**config.mk**
```make
export PLATFORM = sky130hd
export DESIGN_NAME = line_ecc_classify
export DESIGN_NICKNAME = d
export VERILOG_FILES = /design/src/rtl/line_ecc_pkg.sv /design/src/rtl/line_ecc_classify.sv
export SDC_FILE = /design/constraint.sdc
export NUM_CORES = 1
export LEC_CHECK = 0
export CELL_PAD_IN_SITES_DETAIL_PLACEMENT = 0
export CELL_PAD_IN_SITES_GLOBAL_PLACEMENT = 1
export CORE_AREA = 2 2 39 41
export DETAILED_ROUTE_END_ITERATION = 10
export DIE_AREA = 0 0 41 43
export GPL_TIMING_DRIVEN = 1
export PLACE_DENSITY_LB_ADDON = 0.1
export RECOVER_POWER = 100
export SYNTH_ARGS = -nofsm -noshare
export SYNTH_HDL_FRONTEND = slang
export SYNTH_SLANG_ARGS = --single-unit
```
**constraint.sdc**
```tcl
create_clock -name vclk -period 12.8
set_input_delay 3.84 -clock vclk [all_inputs]
set_output_delay 3.84 -clock vclk [all_outputs]
set_load 0.02 [all_outputs]
```
**src/rtl/line_ecc_pkg.sv**
```systemverilog
package line_ecc_pkg;

    localparam int DW_BITS  = 64;
    localparam int CHK_BITS = 8;
    localparam int ROT_STEP = DW_BITS / CHK_BITS;
    localparam int CNT_W    = $clog2(CHK_BITS + 1);

    localparam logic [DW_BITS-1:0] DEFAULT_SEED = 64'h0738C808099264FF;

    typedef enum logic [1:0] {
        ECC_NONE   = 2'b00,
        ECC_SINGLE = 2'b01,
        ECC_MULTI  = 2'b10
    } ecc_class_e;

    // Rotate the seed left by ROT_STEP bits, 'steps' times.
    function automatic logic [DW_BITS-1:0] rot_mask(input logic [DW_BITS-1:0] seed,
                                                    input int steps);
        logic [DW_BITS-1:0] m;
        m = seed;
        for (int k = 0; k < steps; k++) begin
            m = {m[DW_BITS-ROT_STEP-1:0], m[DW_BITS-1:DW_BITS-ROT_STEP]};
        end
        return m;
    endfunction

endpackage

```
**src/rtl/line_ecc_classify.sv**
```systemverilog
module line_ecc_classify
    import line_ecc_pkg::*;
(
    input  logic [CHK_BITS-1:0] computed_i,
    input  logic [CHK_BITS-1:0] stored_i,
    output ecc_class_e          class_o
);

    logic [CHK_BITS-1:0] syndrome;
    logic [CNT_W-1:0]    weight;

    always_comb begin
        syndrome = computed_i ^ stored_i;
        weight   = '0;
        for (int k = 0; k < CHK_BITS; k++) begin
            weight = weight + CNT_W'(syndrome[k]);
        end
        if (syndrome == '0) begin
            class_o = ECC_NONE;
        end else if (weight == CNT_W'(1)) begin
            class_o = ECC_SINGLE;
        end else begin
            class_o = ECC_MULTI;
        end
    end

endmodule

```
[Word level (Yosys, flattened, before mapping)]
Index checks and enable logic that the tools add are counted.
Word-level totals
  flip-flop bits (word level): 0
  input bits: 16
  logic and storage cells: 12
Cells by class
  add/subtract/negate cells: 7
  eq/ne operators: 1
  multiplexer cells: 2
  bitwise gates (word level): 1
  reductions and logical operators: 1
Operators with widths (number)
  4-bit by 1-bit adder with 4-bit output: 4
  8-bit zero test: 1
  8-bit XOR: 1
  3-bit by 1-bit adder with 4-bit output: 1
  4-bit by 1-bit == test with 1-bit output (second input constant): 1
  2-bit 2-to-1 mux: 2
  2-bit by 1-bit adder with 3-bit output: 1
  1-bit by 1-bit adder with 2-bit output: 1

[Depth between registers and ports, before layout]
  depth after elaboration: 11
  gate-level depth with buffers: 12
  mapped depth without buffers: 12

[Worst setup path before layout]
No wires, ideal clock.
  kind: input port to output port
  from: input stored_i[0]
  to: output class_o[0]
  data arrival time: 7.005 ns
  data required time: 8.960 ns
  setup slack: 1.955 ns
  stages: 12
  cell sequence: xor2_1 fa_1 inv_1 fa_1 inv_1 fa_1 ha_1 inv_1 fa_1 a211o_1 a21o_1 a21oi_1
Between the ends
  cells in the longest elaborated chain, start to end: 11
  elaborated cells between the ends (all ways): 12
  classes of those cells: add/sub (7); eq/ne (1); mux (2); bitwise (1); reduce/logical (1)
RTL lines
  from (decl): line line_ecc_classify.sv:5  | input logic [CHK_BITS-1:0] stored_i,
  8-bit XOR *: line line_ecc_classify.sv:13  | syndrome = computed_i ^ stored_i;
  1-bit by 1-bit adder with 2-bit output: line line_ecc_classify.sv:16  | weight = weight + CNT_W'(syndrome[k]);
  2-bit by 1-bit adder with 3-bit output: line line_ecc_classify.sv:16
  3-bit by 1-bit adder with 4-bit output: line line_ecc_classify.sv:16
  4-bit by 1-bit adder with 4-bit output (4 in series): line line_ecc_classify.sv:16
  4-bit by 1-bit == test with 1-bit output: line line_ecc_classify.sv:20  | end else if (weight == CNT_W'(1)) begin
  2-bit 2-to-1 mux: line line_ecc_classify.sv:20
  2-bit 2-to-1 mux *: line line_ecc_classify.sv:18  | if (syndrome == '0) begin
  to (decl): line line_ecc_classify.sv:6  | output ecc_class_e class_o
Mark *: on every way between the ends. The rest lies on a longest branch, timed or not.

[Worst setup path after layout]
Ends and elaborated chain as after synthesis.

==> metrics.md <==
| Metric | Value |
|---|---|
| Outcome | complete, no violations |
| Antenna Cells | 0 |
| Layout cells sized above 1 | 2.00% |
| Post-route clock period utilization | approximately 93% |
| DR vias | between 200 and 300 |
| Initial DRT Pass Iterations | 1 |
| Seq_cells | 0 |
| DP HPWL | approximately 600 um |
| Detailed Route Iter0 Violations | 0 |
| Final Power | roughly 53 uW |
| Final Routed Wirelength | 594 um |
| Final min period | approximately 12 ns |
| Slew margin rel. | 80.5% |
| I/O Pins | 18 |
| Routed vias/inst | between 4 and 5 |
| Register area share after synthesis | 0% |
| Commonest non-fill, non-tap cell in the layout | clkdlybuf4s50_1 |
| Max Cap Violations | 0 |
| Fill count | 156 |
| GPL Wtd Cong | 0.673 |
| Max-slew violation count | 0 |
| Post-route design area | roughly 490 um2 |
| Fmax | roughly 0.084 GHz |
| IO Port Bufs | 18 |
| Die Area | 1760 um2 |
| Most frequent cells in the layout | 16 x clkdlybuf4s50_1, 9 x inv_1, 6 x xor2_1 |
| Mapped cell area | a little under 300 um2 |
| Least-Margin Pin Slew | 0.290 ns |
| First-pass GRT wire length | 959 um |
| Setup violators final | 0 |
| Per-cell routed wire length | ~9.0 um |
| Hold Buf Count CTS | 0 |
| Die Span X | 41 um |
| Setup TNS | 0 ns |
| Row count | 14 |
| Initial antenna violation count | 0 |
| Unique cell type count in the Yosys netlist | 12 |
| DP Area | between 400 and 500 um2 |
| Detailed-route DRC error count | 0 |
| Clk_buf instances | 0 |
| Post-CTS setup buffers | 0 |
| Pwr dens | between 100 and 150 nW/um2 |
| Syn Area/Cell | just over 9 um2 |
| Core outline area | 1380 um2 |
| Starting Density | roughly a fifth |
| CTS resizes | 0 |
| Worst EP required | around 9 ns |
| Largest net degree at the start of global routing | 3 |
| GRT overflow | 0 |
| Yosys warnings | 0 |
| Worst vdd ir | around 34 uV |
| Cells after Synth | 32 |
| Layout Nets | between 70 and 80 |
| Setup CP Type | in -> out |
| Area Growth Syn to Fin | 68.7% |
| Total GRT Usage | 7.34% |
| Final ANT Viol Nets | 0 |
| RSZ-0062 raised after global routing | false |
| Number of global-route vias before repair | between 200 and 250 |
| FF/Latch Area | 0 um2 |
| Post-Syn Nets | 56 |
| Setup crit end kind | output pin |
| Static leakage | roughly 0.00023 uW |
| HP Class | in -> out |
| Die Ht | 43 um |
| Critical path arrival | 8.02 ns |
| Final hold viol count | 0 |
| Crit path max fanout | 2 |
| Worst setup SP type | input port |
## critical path: stages
cell and delay [ns]:
clkdlybuf4s50_1 0.41, xor2_1 0.19, fa_1 0.54, inv_1 0.05, fa_1 0.53, inv_1 0.05
fa_1 0.54, ha_1 0.17, inv_1 0.05, fa_1 0.38, a211o_1 0.25, a21o_1 0.19
a21oi_1 0.13, dlygate4sd3_1 0.70
## cells by family (layout without fill, tap and decap cells)
logic type | Yosys count | count (layout) | synth area share, %
and+or+nand+nor | 2 | 2 | 7.30
xor gates and xnor gates | 8 | 8 | 24.0
adders and majority gates | 8 | 8 | 44.6
AOI/OAI and AO/OA | 5 | 5 | 12.4
buffers and inverters | 9 | 27 | 11.6
## routing by layer
| metal | share of wire, % | track usage [%] | vias to the layer above |
|---|---|---|---|
| li1 | - | - | 136 |
| met5 | 0 | 0 | - |
| met2 | 53 | 13.4 | 12 |
| met3 | 12 | 0 | 0 |
| met1 | 35 | 9.68 | 123 |
| met4 | 0 | 0 | 0 |
## worst paths after layout
| check | slack (ns) | endpoint | start | depth (start not counted) |
|---|---|---|---|---|
| worst max-delay path | 0.94 | class_o[0] | stored_i[0] | 14 |
| worst min-delay path | 9.16 | class_o[1] | computed_i[2] | 5 |
## power breakdown
part	leakage, uW	internal (uW)	switching, uW
sequential	0	0	0
combinational	0.000225	26.4	26.5
clock	0	0	0
total	0.000225	26.4	26.5
## final cells by class
cell class         instances  area, um2  share of cell area (%)
inverters                  9       33.8                    6.87
repair buffers            18        180                    36.6
multi-input cells         23        258                    52.4
well taps                 16       20.0                    4.07
## synthesized netlist by cell type
master / number / area, um2
o211ai_1: 1 / 7.51
ha_1: 4 / 50.1
a21oi_1: 1 / 5.00
xor2_1: 6 / 52.6
a21o_1: 1 / 7.51
nor4_2: 1 / 12.5
xnor2_1: 2 / 17.5
inv_1: 9 / 33.8
a211o_1: 1 / 8.76
a21boi_1: 1 / 7.51
fa_1: 4 / 80.1
and3b_1: 1 / 8.76
## through the flow
| step | instances | utilization, % | worst slack (ns) | hold slack [ns] |
|---|---|---|---|---|
| 2_1_floorplan | 32 | - | 1.95 | 8.09 |
| 4_1_cts | 66 | 35.5 | 0.946 | 9.06 |
| 5_1_grt | 66 | 35.5 | 0.736 | 9.22 |
| 6_report | 66 | 35.5 | 0.938 | 9.16 |
| 3_5_place_dp | 66 | 35.5 | 0.959 | 9.06 |
| 3_3_place_gp | 66 | 35.5 | 1.03 | 9.05 |
Note: power is estimated with default switching activity, not from simulation.
